`src/rtl/irq_accept_pkg.sv`:
```
package irq_accept_pkg;
  localparam int unsigned CHK_NUM = 4;
  typedef enum logic [1:0] {
    CHK_FIRST = 2'd0,
    CHK_LEVEL = 2'd1,
    CHK_GDIS  = 2'd2,
    CHK_NEST  = 2'd3
  } chk_idx_e;
  typedef logic [CHK_NUM-1:0] chk_vec_t;
endpackage

```
`src/rtl/irq_inservice_map.sv`:
```
module irq_inservice_map #(
  parameter int unsigned NUM_PRIO = 16,
  localparam int unsigned PW = $clog2(NUM_PRIO)
) (
  input  logic                clk,
  input  logic                rst_n,
  input  logic                set_en,
  input  logic [PW-1:0]       set_idx,
  input  logic                clr_en,
  output logic [NUM_PRIO-1:0] map_q
);
  logic [NUM_PRIO:0]   seen_below;
  logic [NUM_PRIO-1:0] clr_onehot;
  logic [NUM_PRIO-1:0] set_onehot;
  logic [NUM_PRIO-1:0] map_nxt;
  logic                map_en;

  assign seen_below[0] = 1'b0;

  // lowest set bit = most urgent active handler
  for (genvar i = 0; i < NUM_PRIO; i++) begin : g_lsb
    assign clr_onehot[i]   = map_q[i] & ~seen_below[i];
    assign seen_below[i+1] = seen_below[i] | map_q[i];
    assign set_onehot[i]   = (set_idx == PW'(i));
  end

  assign map_en = set_en | clr_en;

  always_comb begin
    map_nxt = map_q;
    if (clr_en) map_nxt = map_nxt & ~clr_onehot;
    if (set_en) map_nxt = map_nxt | set_onehot;
  end

  always_ff @(posedge clk or negedge rst_n) begin
    if (!rst_n)      map_q <= '0;
    else if (map_en) map_q <= map_nxt;
  end
endmodule

```
`src/rtl/irq_check_chain.sv`:
```
module irq_check_chain
  import irq_accept_pkg::*;
#(
  parameter int unsigned NUM_PRIO = 16,
  localparam int unsigned PW = $clog2(NUM_PRIO)
) (
  input  logic                req_vld,
  input  logic [PW-1:0]       req_prio,
  input  logic                mask_src_sel,
  input  logic [NUM_PRIO-1:0] isr_map,
  input  logic [NUM_PRIO-1:0] expl_mask,
  input  logic [PW:0]         lvl_limit,
  input  logic                gdis,
  input  logic                nest_block,
  output logic                pass,
  output chk_vec_t            stat_nxt
);
  logic [NUM_PRIO-1:0] ceil_win;
  chk_vec_t            blk;
  chk_vec_t            earlier_ok;

  for (genvar i = 0; i < NUM_PRIO; i++) begin : g_ceil
    assign ceil_win[i] = (PW'(i) <= req_prio);
  end

  assign blk[CHK_FIRST] = mask_src_sel ? expl_mask[req_prio]
                                       : |(isr_map & ceil_win);
  assign blk[CHK_LEVEL] = ({1'b0, req_prio} >= lvl_limit);
  assign blk[CHK_GDIS]  = gdis;
  assign blk[CHK_NEST]  = nest_block;

  // stop at the first blocking condition
  assign earlier_ok[0] = 1'b1;
  for (genvar c = 1; c < CHK_NUM; c++) begin : g_order
    assign earlier_ok[c] = earlier_ok[c-1] & ~blk[c-1];
  end

  assign stat_nxt = req_vld ? (blk & earlier_ok) : '0;
  assign pass     = req_vld & ~|blk;
endmodule

```
`src/rtl/irq_ctl_regs.sv`:
```
module irq_ctl_regs
  import irq_accept_pkg::*;
(
  input  logic     clk,
  input  logic     rst_n,
  input  logic     gdis_we,
  input  logic     gdis_din,
  input  chk_vec_t stat_nxt,
  output logic     gdis_q,
  output chk_vec_t stat_q
);
  logic gdis_nxt;

  assign gdis_nxt = gdis_din;

  always_ff @(posedge clk or negedge rst_n) begin
    if (!rst_n)       gdis_q <= 1'b1;
    else if (gdis_we) gdis_q <= gdis_nxt;
  end

  always_ff @(posedge clk or negedge rst_n) begin
    if (!rst_n) stat_q <= '0;
    else        stat_q <= stat_nxt;
  end
endmodule

```
`src/rtl/irq_accept_gate.sv`:
```
module irq_accept_gate
  import irq_accept_pkg::*;
#(
  parameter int unsigned NUM_PRIO = 16,
  localparam int unsigned PW = $clog2(NUM_PRIO)
) (
  input  logic                clk,
  input  logic                rst_n,
  input  logic                req_vld,
  input  logic [PW-1:0]       req_prio,
  input  logic                mask_src_sel,
  input  logic [NUM_PRIO-1:0] expl_mask,
  input  logic [PW:0]         lvl_limit,
  input  logic                gdis_we,
  input  logic                gdis_din,
  input  logic                nest_block,
  input  logic                ack,
  input  logic                ret,
  output logic                accept,
  output logic [CHK_NUM-1:0]  mask_stat,
  output logic [NUM_PRIO-1:0] isr_map
);
  logic     gdis_q;
  chk_vec_t stat_nxt;
  chk_vec_t stat_q;

  irq_inservice_map #(.NUM_PRIO(NUM_PRIO)) u_map (
    .clk     (clk),
    .rst_n   (rst_n),
    .set_en  (ack & ~mask_src_sel),
    .set_idx (req_prio),
    .clr_en  (ret),
    .map_q   (isr_map)
  );

  irq_check_chain #(.NUM_PRIO(NUM_PRIO)) u_chain (
    .req_vld      (req_vld),
    .req_prio     (req_prio),
    .mask_src_sel (mask_src_sel),
    .isr_map      (isr_map),
    .expl_mask    (expl_mask),
    .lvl_limit    (lvl_limit),
    .gdis         (gdis_q),
    .nest_block   (nest_block),
    .pass         (accept),
    .stat_nxt     (stat_nxt)
  );

  irq_ctl_regs u_regs (
    .clk      (clk),
    .rst_n    (rst_n),
    .gdis_we  (gdis_we),
    .gdis_din (gdis_din),
    .stat_nxt (stat_nxt),
    .gdis_q   (gdis_q),
    .stat_q   (stat_q)
  );

  assign mask_stat = stat_q;
endmodule

```
`config.mk`:
```
export PLATFORM = sky130hd
export DESIGN_NAME = irq_accept_gate
export DESIGN_NICKNAME = d
export VERILOG_FILES = /design/src/rtl/irq_accept_pkg.sv /design/src/rtl/irq_inservice_map.sv /design/src/rtl/irq_check_chain.sv /design/src/rtl/irq_ctl_regs.sv /design/src/rtl/irq_accept_gate.sv
export SDC_FILE = /design/constraint.sdc
export NUM_CORES = 1
export LEC_CHECK = 0
export ABC_AREA = 1
export BUFFER_PORTS_ARGS = -buffer_cell sky130_fd_sc_hd__buf_2
export CORE_MARGIN = 4
export CORE_UTILIZATION = 35
export CTS_CLUSTER_SIZE = 10
export DETAILED_ROUTE_END_ITERATION = 8
export PLACE_DENSITY = 0.58
export SYNTH_ARGS = -nofsm -noshare
export SYNTH_HDL_FRONTEND = slang
export SYNTH_SLANG_ARGS = --single-unit
```
`constraint.sdc`:
```
create_clock -name clk -period 5.66 [get_ports clk]
set_clock_uncertainty 0.15 [all_clocks]
set_input_delay 1.698 -clock clk [delete_from_list [all_inputs] [get_ports clk]]
set_output_delay 1.698 -clock clk [all_outputs]
set_load 0.02 [all_outputs]
```
After elaboration in Yosys (flattened, before gate mapping)
Index checks and enable logic that the tools add are counted.

word-level totals
  register bits after elaboration = 21
  logic and storage cells = 104
  bits of input ports = 34

cells by class
  bitwise gates (word level) = 58
  muxes and demuxes = 6
  order comparisons = 18
  reduce and logical (&&, ||, !) cells = 4
  equal/unequal tests = 15

operators with widths
  cell                  number
  $and A16 B16 Y16      2
  $eq A4 B4 Y1 const B  8
  $le A4 B4 Y1 const A  8
  $mux W16              2
  $and A1 B1 Y1         19
  $not A1 Y1            19
  $eq A4 B3 Y1 const B  4
  $le A3 B4 Y1 const A  4
  $not A16 Y16          1
  $or A16 B16 Y16       1
  $reduce_or A16 Y1     1
  $or A1 B1 Y1          15
  $eq A4 B2 Y1 const B  2
  $le A1 B4 Y1 const A  2
  $le A2 B4 Y1 const A  2
  $ge A4 B5 Y1          1
  $lt A4 B5 Y1 const B  1
  $and A4 B4 Y4         1
  $bmux W1 S4           1
  $eq A4 B1 Y1 const B  1
  $logic_not A4 Y1      1
  $mux W4               1
  $reduce_or A4 Y1      1
  $mux W1               2
  $logic_not A1 Y1      1

Depth between registers and ports, before layout
Gate-level depths: netlist of the first run.

  depth after elaboration = 21
  depth in mapped cells = 12
  depth with buffers taken out = 12

Hierarchy
From an unflattened synthesis of the first run, not the netlist that was laid out.

second synthesis, totals
  cells, all modules = 216
  area total of the unflattened synthesis = 1,446.4 µm²

by module, submodules not included
  module             area each (µm²)  times used  cells an instance
  irq_inservice_map  754.5            1           89
  irq_check_chain    540.5            1           116
  irq_ctl_regs       141.4            1           9
  irq_accept_gate    10.0             1           2

Worst setup path after synthesis of the first run
No wires, ideal clock.

  path type = input -> output
  start point = in lvl_limit[2]
  end point = out accept
  slack = 0.889 ns
  buffers on the path = 0
  arrival time = 2.923 ns
  stages on the path = 9
  required time = 3.812 ns
  cells stage by stage = inv_1 > ha_1 > nand2_1 > inv_1 > o21ai_0 > o21ai_0 > nor3_1 > nand3_2 > nor2_1

on the way
  longest elaborated chain between the ends = 4

RTL lines
  item              RTL line               source
  start, declared   irq_accept_gate.sv:13  input logic [PW:0] lvl_limit,
  $ge A4 B5 Y1      irq_check_chain.sv:28  assign blk[CHK_LEVEL] = ({1'b0, req_prio} >= lvl_limit);
  $reduce_or A4 Y1  irq_check_chain.sv:39  assign pass = req_vld & ~|blk;
  $logic_not A1 Y1  irq_check_chain.sv:39
  $and A1 B1 Y1     irq_check_chain.sv:39
  end, declared     irq_accept_gate.sv:19  output logic accept,

No other way between the ends.

Worst setup path in the final report of the first run
  start point = in req_prio[0]
  end point = out accept

on the way
  longest elaborated chain between the ends = 7
  elaborated cells between the ends (all ways) = 25

RTL lines
  item                                  RTL line               source
  start, declared                       irq_accept_gate.sv:10  input logic [PW-1:0] req_prio,
  $le A1 B4 Y1 (tied with other cells)  irq_check_chain.sv:23  assign ceil_win[i] = (PW'(i) <= req_prio);
  $and A16 B16 Y16                      irq_check_chain.sv:27  : |(isr_map & ceil_win);
  $reduce_or A16 Y1                     irq_check_chain.sv:27
  $mux W1                               irq_check_chain.sv:26  assign blk[CHK_FIRST] = mask_src_sel ? expl_mask[req_prio]
  $reduce_or A4 Y1 *                    irq_check_chain.sv:39
  $logic_not A1 Y1 *                    irq_check_chain.sv:39
  $and A1 B1 Y1 *                       irq_check_chain.sv:39

Every way passes the cells marked *; elsewhere a longest branch is shown, timed or not. The select of a mux whose other input is x is not followed.

==> results of run 1 <==
==> power groups by stage <==
| stage | registers (mW) | logic [mW] | clock network (mW) |
|---|---|---|---|
| floorplan | 0.176 | 0.0499 | 0 |
| global placement | 0.167 | 0.0944 | 0 |
| detailed placement | 0.167 | 0.0946 | 0 |
| CTS | 0.164 | 0.0950 | 0.0997 |
| global route | 0.166 | 0.108 | 0.109 |
| finish | 0.164 | 0.0935 | 0.0946 |
==> layer usage <==
layer	GRT usage [%]	vias to the layer above	part of all wire, %
met2	25.9	50	47
met1	20.1	673	45
met4	3.07	0	0.67
met5	0	-	0
met3	5.12	4	7.8
li1	-	818	-
==> final timing paths <==
kind	start	endpoint	slack, ps	cells after the start
worst max-delay path	req_prio[0]	accept	650	9
worst max register to register	u_map.map_q[2]	u_map.map_q[14]	3870	8
worst min-delay path	u_regs.gdis_q	u_regs.gdis_q	360	2
worst min register to register	u_regs.gdis_q	u_regs.gdis_q	360	2
min in group asynchronous	rst_n	u_map.map_q[3]	1230	1
max in group asynchronous	rst_n	u_regs.gdis_q	3790	1
==> tightest hold or removal path, cell delays in order (launching register included) <==
cell and delay, ps:
dfstp_2 370, inv_1 70, o21ai_0 70
==> cell families (layout without fill, tap and decap cells) <==
kind of cell	Yosys count	count (layout)	share of synthesized area, %
fa+ha+maj	4	4	3.45
simple gates	132	132	37.8
compound gates	25	25	10.8
buf+inv	43	98	11.6
flops	21	21	36.3
==> cell usage in the layout (no fill, tap or decap) <==
cell type | Yosys | final
a21oi_1 | 1 | 1
a22o_1 | 1 | 1
a32o_1 | 4 | 4
buf_2 | 0 | 54
clkbuf_1 | 1 | 1
clkbuf_8 | 0 | 3
clkinv_1 | 3 | 3
dfrtp_1 | 20 | 20
dfstp_2 | 1 | 1
ha_1 | 4 | 4
inv_1 | 33 | 33
inv_2 | 4 | 4
nand2_1 | 75 | 75
nand2_2 | 1 | 1
nand3_1 | 15 | 15
nand3_2 | 1 | 1
nand4_1 | 3 | 3
nor2_1 | 31 | 31
nor2_2 | 2 | 2
nor2_4 | 1 | 1
nor3_1 | 2 | 2
o21ai_0 | 16 | 16
o22ai_1 | 1 | 1
o31ai_1 | 1 | 1
o32ai_1 | 1 | 1
or2_2 | 1 | 1
==> metrics by stage <==
stage	hold slack [ps]	std cells	power [mW]
global placement	352	326	0.262
CTS	370	330	0.359
finish	364	330	0.353
detailed placement	351	326	0.262
floorplan	336	225	0.226
global route	404	330	0.383
==> cell type report <==
| type | instances | share of cell area (%) |
|---|---|---|
| clock buffer | 4 | 2.49 |
| inverter | 40 | 8.30 |
| multi-input combinational | 161 | 41.7 |
| sequential | 21 | 29.1 |
| tap | 50 | 3.46 |
| timing repair buffer | 54 | 14.9 |
==> sequential cells by signal, summed over array words and instances (netlist names) <==
signal	count
u_regs.gdis_q	1
u_map.map_q	16
u_regs.stat_q	4
==> results by group, run 1 <==
Clock network
  • Clock root buffer: clkbuf_8
  • Later-pin clock latency in the skew report: 250 ps
  • Hold buffer count at CTS: 0
  • Sink Count: 21
  • Clock-pin slew on the worst setup and hold paths: 70 ps
  • Setup fix buffers added after clock tree synthesis: 0
  • Largest buffer count on any clock path: 2
  • TritonCTS clock tree: done
  • Number of clock buffers inserted by TritonCTS: 3
  • Post-cts gate resize count: 0
  • CTS H-Tree Depth: 1

STA
  • Min Tclk post-route: 5010 ps
  • Final Cycle Share: 88.5%
  • Sum Neg Setup Slack: 0 ps
  • Final Setup Violations: 0
  • Min setup slack post-route: 649 ps
  • Final Hold Viols: 0
  • Setup repair after global routing missed its margin: no
  • Maximum clock rate: 0.200 GHz
  • Count of final max-slew check failures: 0
  • Tightest slew margin relative to the limit: 45.2%
  • Measured slew at the worst slew-check pin: 819 ps

Final layout
  • Area Overhead vs Synth: 24.8%
  • Number of nets in the layout: 319
  • End-of-flow core utilization: 45.2%
  • Ant. Diodes: 0
  • Fill cell total of the finished layout: 438
  • Footprint of the multi-input gates: 754 um^2
  • Design Area, Final: 0.00181 mm^2
  • Area used by sequential logic in the layout: 527 um^2
  • Share of post-route cells with drive strength above 1: 24.3%

Logic synthesis
  • Sequential area share after synthesis: 36.3%
  • Synth area leader: dfrtp_1
  • Most repeated cell in the gate-level netlist after synthesis: nand2_1
  • Ranking of synthesized cells by area: dfrtp_1 (35%), nand2_1 (19%), inv_1 (8.5%), nor2_1 (8.0%), o21ai_0 (5.5%)
  • Most frequently used flop master after synthesis: dfrtp_1
  • Mean instance size in the synthesized netlist: 6.45 um^2
  • Ranking of synthesized cells by instance count: nand2_1 (75), inv_1 (33), nor2_1 (31)
  • Yosys cell types: 25
  • Synthesis Warnings: 0
  • FF+latch count, synth: 21
  • Post-synth EDFFs: 0
  • Net count after synthesis: 263
  • Summed instance area of the synthesized netlist: 0.00145 mm^2
  • Async set-or-reset flop fraction in the synthesized netlist: 100%
  • Proportion of netlist area held by the largest area contributor: 34.5%
  • Gate Count Post-Synth: 225

Setup path
  • CP Data Arrival Time: 3160 ps
  • Required time at the endpoint of the critical path: 3810 ps
  • Kind of start point of the critical path: primary input
  • Critical path buffer and inverter count: 3
  • Slowest cell on the critical path: ha_1
  • Crit path max-delay family: simple AND/OR/NAND/NOR gates
  • Max Fanout on Critical Path: 14
  • Worst-path cell chain: buf_2 -> inv_2 -> ha_1 -> nand4_1 -> nor2_1 -> nor3_1 -> nand3_2 -> nor2_1 -> buf_2
  • Startpoint-to-endpoint class of the critical path: in2out
  • Crit. End Element: output port
  • Slowest cell delay on critical path: 310 ps

Route
  • DR vias: 1545
  • Final ANT Viol Nets: 0
  • Wire length reported by the detailed router: 3740 um
  • Average vias per placed instance: 4.68
  • WL per Instance: 11.3 um
  • DRC marker count from the first detailed-route iteration: 82
  • Count of TritonRoute iterations in the first routing pass: 4
  • Count of unresolved DRC violations after routing: 0

Power
  • Clock group share of total power: 26.8%
  • Switching portion of total power: 31.4%
  • Max VDD drop: 146 uV
  • Pwr dens: 195 mW/mm^2
  • Cell-internal power: 0.242 mW
  • Sequential cell fraction of total power: 46.6%
  • Net switching power of the design: 0.111 mW
  • Pleak: 1.09 nW
  • Combinational Power Share: 26.5%

Global route
  • Overall overflow remaining after global route: 0
  • Total routing resource utilization after global routing: 15.6%
  • Wire length of the first global-routing pass: 6410 um
  • Largest net degree at the start of global routing: 22
  • Number of antenna violations at the first check in global routing: 0
  • Number of global-route vias before repair: 1442

Placement
  • Weighted congestion at the end of routability-driven global placement: 0.796
  • Buffers on Ports: 54
  • Dpl hpwl: 3080 um
  • Place WS: 628 ps
  • Cell Area, Placed: 0.00176 mm^2

Floorplanning
  • DIE HEIGHT: 72.4 um
  • Overall die area: 0.00524 mm^2
  • Die width: 72.4 um
  • Core region area: 0.00400 mm^2
  • Row count: 23
  • Number of placed I/O pins: 55
  • Initial Util: 36.3%

Run
  • Total of max-cap violations: 0

Outcome
  • Result of the run: finished clean

Worst hold path
  • Class of the most critical hold timing path: reg2reg
Power figures use the tool's default switching activity.
==> run 2, diff against run 1 <==
--- a/config.mk
+++ b/config.mk
@@ -12,6 +12,7 @@
 export CTS_CLUSTER_SIZE = 10
 export DETAILED_ROUTE_END_ITERATION = 8
 export PLACE_DENSITY = 0.58
+export REMOVE_ABC_BUFFERS = 1
 export SYNTH_ARGS = -nofsm -noshare
 export SYNTH_HDL_FRONTEND = slang
 export SYNTH_SLANG_ARGS = --single-unit
==> constraint.sdc (replaced) <==
create_clock -name clk -period 5.66 [get_ports clk]
set_clock_uncertainty 0.15 [all_clocks]
set_input_delay 1.698 -clock clk [delete_from_list [all_inputs] [get_ports clk]]
set_output_delay 1.698 -clock clk [all_outputs]
set_load 0.1 [all_outputs]
==> results by group, run 2 (synthesized netlist as in run 1, its figures left out) <==
Power
  • Clock group share of total power: 24.1% (-2.7 points)
  • Combinational Power Share: 35.0% (+8.5 points)
  • Switching portion of total power: 40.3% (+8.9 points)
  • Net switching power of the design: 0.163 mW (+47%)
  • Max VDD drop: 112 uV (-23%)
  • Sequential cell fraction of total power: 40.9% (-5.7 points)
  • Pwr dens: 223 mW/mm^2 (+14%)
  • Pleak: 1.09 nW (+0.25%)
  • Cell-internal power: 0.241 mW (-0.46%)

Setup path
  • Reg2reg end: u_map.map_q[14]
  • Max Fanout on Critical Path: 14 (unchanged)
  • Kind of start point of the critical path: primary input
  • Slowest cell on the critical path: buf_2
  • Crit. End Element: output port
  • Startpoint-to-endpoint class of the critical path: in2out
  • Crit Reg-Reg Startpoint: u_map.map_q[2]
  • Worst-path cell chain: buf_2 -> inv_2 -> ha_1 -> nand4_1 -> nor2_1 -> nor3_1 -> nand3_2 -> nor2_1 -> buf_2
  • Slowest cell delay on critical path: 430 ps (+120 ps)
  • Count of cells along the worst register-to-register path: 8 (unchanged)
  • Required time at the endpoint of the critical path: 3810 ps (about the same)
  • Minimum setup slack among reg-to-reg paths: 3850 ps (-20 ps)
  • CP Data Arrival Time: 3430 ps (+270 ps)

Final layout
  • Most frequent cells in the layout: nand2_1 (75), buf_2 (54), inv_1 (33)
  • Ant. Diodes: 0 (unchanged)
  • Number of nets in the layout: 319 (unchanged)
  • Largest regs: u_map.map_q x16, u_regs.stat_q x4, u_regs.gdis_q x1
  • Footprint of the multi-input gates: 754 um^2 (unchanged)
  • Top register by number of flip-flops: u_map.map_q
  • Design Area, Final: 0.00181 mm^2 (about the same)
  • Leading cell type in the layout, fill and taps excluded: nand2_1
  • Max reg flops: 16 (unchanged)
  • Share of post-route cells with drive strength above 1: 24.6% (+0.36 points)
  • Area used by sequential logic in the layout: 527 um^2 (unchanged)
  • Area Overhead vs Synth: 24.8% (about the same)
  • Fill cell total of the finished layout: 434 (-0.91%)

Run
  • Total of max-cap violations: 0 (unchanged)

STA
  • Tightest slew margin relative to the limit: 45.5% (+0.34 points)
  • Final Hold Viols: 0 (unchanged)
  • Count of final max-slew check failures: 0 (unchanged)
  • Measured slew at the worst slew-check pin: 814 ps (-5.02 ps)
  • Worst Hold Slack: 372 ps (+8.69 ps)
  • Min Tclk post-route: 5270 ps (+263 ps)
  • Final Cycle Share: 93.2% (+4.6 points)
  • Setup repair after global routing missed its margin: no
  • Maximum clock rate: 0.190 GHz (-5.0%)
  • Final Setup Violations: 0 (unchanged)
  • Min setup slack post-route: 386 ps (-263 ps)

Clock network
  • CTS H-Tree Depth: 1 (unchanged)
  • Later-pin clock latency in the skew report: 260 ps (about the same)
  • Hold buffer count at CTS: 0 (unchanged)
  • Clock root buffer: clkbuf_8
  • Number of clock buffers inserted by TritonCTS: 3 (unchanged)
  • Setup fix buffers added after clock tree synthesis: 0 (unchanged)
  • Post-cts gate resize count: 0 (unchanged)
  • Sink Count: 21 (unchanged)
  • Largest buffer count on any clock path: 2 (unchanged)
  • Clock-pin slew on the worst setup and hold paths: 80 ps (about the same)
  • TritonCTS clock tree: done

Route
  • Count of unresolved DRC violations after routing: 0 (unchanged)
  • Average vias per placed instance: 4.82 (+3.0%)
  • DRC marker count from the first detailed-route iteration: 51 (-38%)
  • WL per Instance: 11.5 um (+1.6%)
  • DR vias: 1591 (+3.0%)
  • Wire length reported by the detailed router: 3800 um (+1.6%)
  • Count of TritonRoute iterations in the first routing pass: 4 (unchanged)
  • Final ANT Viol Nets: 0 (unchanged)

Global route
  • Overall overflow remaining after global route: 0 (unchanged)
  • Largest net degree at the start of global routing: 22 (unchanged)
  • Total routing resource utilization after global routing: 14.6% (-1.0 points)
  • Number of antenna violations at the first check in global routing: 0 (unchanged)
  • Number of global-route vias before repair: 1375 (-4.6%)
  • Wire length of the first global-routing pass: 6130 um (-4.4%)

Outcome
  • Result of the run: finished clean

Floorplanning
  • DIE HEIGHT: 72.4 um (unchanged)
  • Die width: 72.4 um (unchanged)
  • Overall die area: 0.00524 mm^2 (unchanged)
  • Initial Util: 36.3% (unchanged)
  • Core region area: 0.00400 mm^2 (unchanged)
  • Number of placed I/O pins: 55 (unchanged)
  • Row count: 23 (unchanged)

Worst hold path
  • Worst hold path startpoint: u_regs.gdis_q
  • Class of the most critical hold timing path: reg2reg
  • Min-Delay Endpoint: u_regs.gdis_q
  • Hold-critical path depth: 2 (unchanged)

Placement
  • Weighted congestion at the end of routability-driven global placement: 0.880 (+11%)
  • Dpl hpwl: 3130 um (+1.5%)
  • Cell Area, Placed: 0.00176 mm^2 (unchanged)
  • Buffers on Ports: 54 (unchanged)
  • Place WS: 375 ps (-253 ps)
## run 2: final cells by class
cell class	count	area share [%]
timing repair buffer	54	14.9
tap	50	3.46
inverter	40	8.29
sequential	21	29.1
clock inverter	1	0.276
clock buffer	3	2.28
multi-input combinational	161	41.7
## run 2: worst max-delay path by stage
| stage | cells after the start | slack (ps) | start | end |
|---|---|---|---|---|
| final | 9 | 390 | req_prio[0] | accept |
| after floorplan | 9 | -80 | lvl_limit[2] | accept |
| after global routing | 9 | 180 | req_prio[0] | accept |
| after detailed placement | 9 | 380 | req_prio[0] | accept |
| after CTS | 9 | 360 | req_prio[0] | accept |
| after global placement | 9 | 380 | req_prio[0] | accept |
## run 2: routing by layer
metal / part of all wire [%] / up-vias / GRT usage [%]
met4: 0.53 / 0 / 2.46
met2: 50 / 52 / 25.5
li1: - / 813 / -
met3: 8.0 / 2 / 3.05
met5: 0 / - / 0
met1: 42 / 724 / 18.9
## run 2: power groups by stage
stage	clock [mW]	sequential, mW	combinational (mW)
floorplan	0	0.220	0.0498
global placement	0	0.168	0.142
detailed placement	0	0.168	0.142
CTS	0.101	0.165	0.143
global route	0.107	0.166	0.154
finish	0.0974	0.165	0.141
## run 2: worst max-delay path: cells and delay by family
kind                     cells  cell delay (ps)
buffers and inverters        3              790
AND/OR/NAND/NOR              5              640
adder cells (fa/ha/maj)      1              310
## run 2: through the flow
step	instances	power (mW)	TNS (ps)	util (%)
after floorplan	222	0.270	-80.6	-
after global placement	326	0.310	0	44.1
after detailed placement	326	0.310	0	44.1
after CTS	330	0.408	0	45.3
after global routing	330	0.428	0	45.3
final	330	0.403	0	45.3
==> run 3, diff against run 2 <==
--- a/config.mk
+++ b/config.mk
@@ -8,10 +8,10 @@
 export ABC_AREA = 1
 export BUFFER_PORTS_ARGS = -buffer_cell sky130_fd_sc_hd__buf_2
 export CORE_MARGIN = 4
-export CORE_UTILIZATION = 35
+export CORE_UTILIZATION = 45
 export CTS_CLUSTER_SIZE = 10
 export DETAILED_ROUTE_END_ITERATION = 8
-export PLACE_DENSITY = 0.58
+export PLACE_DENSITY = 0.72
 export REMOVE_ABC_BUFFERS = 1
 export SYNTH_ARGS = -nofsm -noshare
 export SYNTH_HDL_FRONTEND = slang
==> results by group, run 3 (synthesized netlist as in run 1, its figures left out) <==
STA
  • Min setup slack post-route: 378 ps (-8.55 ps)
  • Final Cycle Share: 93.3% (+0.15 points)
  • Count of final max-slew check failures: 0 (unchanged)
  • Maximum clock rate: 0.189 GHz (-0.16%)
  • Min Tclk post-route: 5280 ps (+8.55 ps)
  • Setup repair after global routing missed its margin: no
  • Final Setup Violations: 0 (unchanged)
  • Final Hold Viols: 0 (unchanged)
  • Measured slew at the worst slew-check pin: 813 ps (-1.71 ps)
  • Tightest slew margin relative to the limit: 45.6% (+0.11 points)

Clock network
  • Clock root buffer: clkbuf_4
  • Clock-pin slew on the worst setup and hold paths: 110 ps (+30 ps)
  • Sink Count: 21 (unchanged)
  • CTS H-Tree Depth: 1 (unchanged)
  • TritonCTS clock tree: done
  • Largest buffer count on any clock path: 2 (unchanged)
  • Later-pin clock latency in the skew report: 300 ps (+40 ps)
  • Setup fix buffers added after clock tree synthesis: 0 (unchanged)
  • Number of clock buffers inserted by TritonCTS: 3 (unchanged)
  • Hold buffer count at CTS: 0 (unchanged)
  • Post-cts gate resize count: 0 (unchanged)

Route
  • Final ANT Viol Nets: 0 (unchanged)
  • DRC marker count from the first detailed-route iteration: 182 (+260%)
  • Wire length reported by the detailed router: 3640 um (-4.3%)
  • Count of unresolved DRC violations after routing: 0 (unchanged)
  • WL per Instance: 11.2 um (-2.5%)
  • Count of TritonRoute iterations in the first routing pass: 4 (unchanged)
  • Average vias per placed instance: 4.87 (+1.0%)
  • DR vias: 1578 (-0.82%)

Floorplanning
  • Row count: 20 (-13%)
  • Die width: 64.8 um (-11%)
  • Overall die area: 0.00419 mm^2 (-20%)
  • Core region area: 0.00308 mm^2 (-23%)
  • Initial Util: 47.1% (+11 points)
  • DIE HEIGHT: 64.8 um (-11%)
  • Number of placed I/O pins: 55 (unchanged)

Setup path
  • CP Data Arrival Time: 3430 ps (about the same)
  • Critical Path Start: req_prio[0]
  • Count of cells along the worst register-to-register path: 8 (unchanged)
  • Startpoint-to-endpoint class of the critical path: in2out
  • Kind of start point of the critical path: primary input
  • Max Fanout on Critical Path: 14 (unchanged)
  • Crit Reg-Reg Startpoint: u_map.map_q[3]
  • Required time at the endpoint of the critical path: 3810 ps (about the same)
  • Crit. End Element: output port

Placement
  • Place WS: 381 ps (+5.14 ps)
  • Dpl hpwl: 2970 um (-5.1%)
  • Weighted congestion at the end of routability-driven global placement: 0.862 (-2.0%)
  • Placed Cells: 320 (-1.8%)
  • Buffers on Ports: 54 (unchanged)

Global route
  • Overall overflow remaining after global route: 0 (unchanged)
  • Number of global-route vias before repair: 1502 (+9.2%)
  • Number of antenna violations at the first check in global routing: 0 (unchanged)
  • Total routing resource utilization after global routing: 19.1% (+4.5 points)
  • Wire length of the first global-routing pass: 6410 um (+4.6%)
  • Largest net degree at the start of global routing: 22 (unchanged)

Final layout
  • Leading cell type in the layout, fill and taps excluded: nand2_1
  • Max reg flops: 16 (unchanged)
  • Top register by number of flip-flops: u_map.map_q
  • Fill cell total of the finished layout: 338 (-22%)
  • Number of nets in the layout: 319 (unchanged)
  • Share of post-route cells with drive strength above 1: 24.6% (unchanged)
  • Area used by sequential logic in the layout: 527 um^2 (unchanged)
  • Number of non-filler instances in the completed layout: 324 (-1.8%)
  • Footprint of the multi-input gates: 754 um^2 (unchanged)
  • Ant. Diodes: 0 (unchanged)
  • Most frequent cells in the layout: nand2_1 (75), buf_2 (54), inv_1 (33)
  • Largest regs: u_map.map_q x16, u_regs.stat_q x4, u_regs.gdis_q x1
  • Area Overhead vs Synth: 23.0%

Power
  • Max VDD drop: 145 uV (+29%)
  • Pleak: 1.09 nW (-0.71%)
  • Total Power Consumption: 0.376 mW (-6.7%)
  • Pwr dens: 211 mW/mm^2 (-5.3%)

Worst hold path
  • Worst hold path startpoint: u_map.map_q[15]
  • Class of the most critical hold timing path: reg2reg
  • Hold-critical path depth: 2 (unchanged)

Run
  • Total of max-cap violations: 0 (unchanged)

Outcome
  • Result of the run: finished clean
==> run 3: cell count changes in the layout (fill, tap and decap cells not counted) <==
cell      change
clkbuf_4      +3
clkbuf_8      -3
==> run 3: path summary, 6_finish.rpt <==
kind                              endpoint  slack, ps
setup / recovery                    accept        380
max in group asynchronous    u_regs.gdis_q       3850
hold / removal             u_map.map_q[15]        360
hold reg to reg            u_map.map_q[15]        360
setup reg to reg           u_map.map_q[14]       3890
min in group asynchronous   u_map.map_q[6]       1170
==> run 3: per-stage QoR <==
stage	hold slack, ps	area [um^2]	util, %	TNS, ps
after CTS	369	1780	58.0	0
after floorplan	336	1430	-	-80.6
after detailed placement	342	1760	57.1	0
final	365	1780	58.0	0
after global placement	345	1760	57.1	0
after global routing	412	1780	58.0	0
==> run 3: cell type report <==
class | count | area share, %
multi-input cells | 161 | 42.3
clock inverters | 1 | 0.281
repair buffers | 54 | 15.1
flip-flops and latches | 21 | 29.5
well taps | 44 | 3.09
clock buffers | 3 | 1.26
inverters | 40 | 8.42
==> run 3: power breakdown <==
group / total (mW) / switching [mW] / internal (mW) / leakage [nW]
logic: 0.141 / 0.108 / 0.0335 / 0.782
registers: 0.164 / 0.00620 / 0.158 / 0.285
clock network: 0.0705 / 0.0442 / 0.0263 / 0.0177
total: 0.376 / 0.158 / 0.218 / 1.09
==> run 3: critical path, stage by stage <==
cell,delay (ps)
buf_2,230
inv_2,140
ha_1,310
nand4_1,90
nor2_1,40
nor3_1,270
nand3_2,130
nor2_1,100
buf_2,430
==> run 3: routing by layer <==
| layer | vias up | share of wire [%] | wire [um] | track usage [%] |
|---|---|---|---|---|
| met5 | - | 0 | 0 | 0 |
| met4 | 0 | 1.3 | 47 | 3.96 |
| met3 | 7 | 6.2 | 227 | 4.68 |
| met2 | 47 | 48 | 1740 | 31.8 |
| met1 | 712 | 45 | 1620 | 25.2 |
| li1 | 812 | - | - | - |
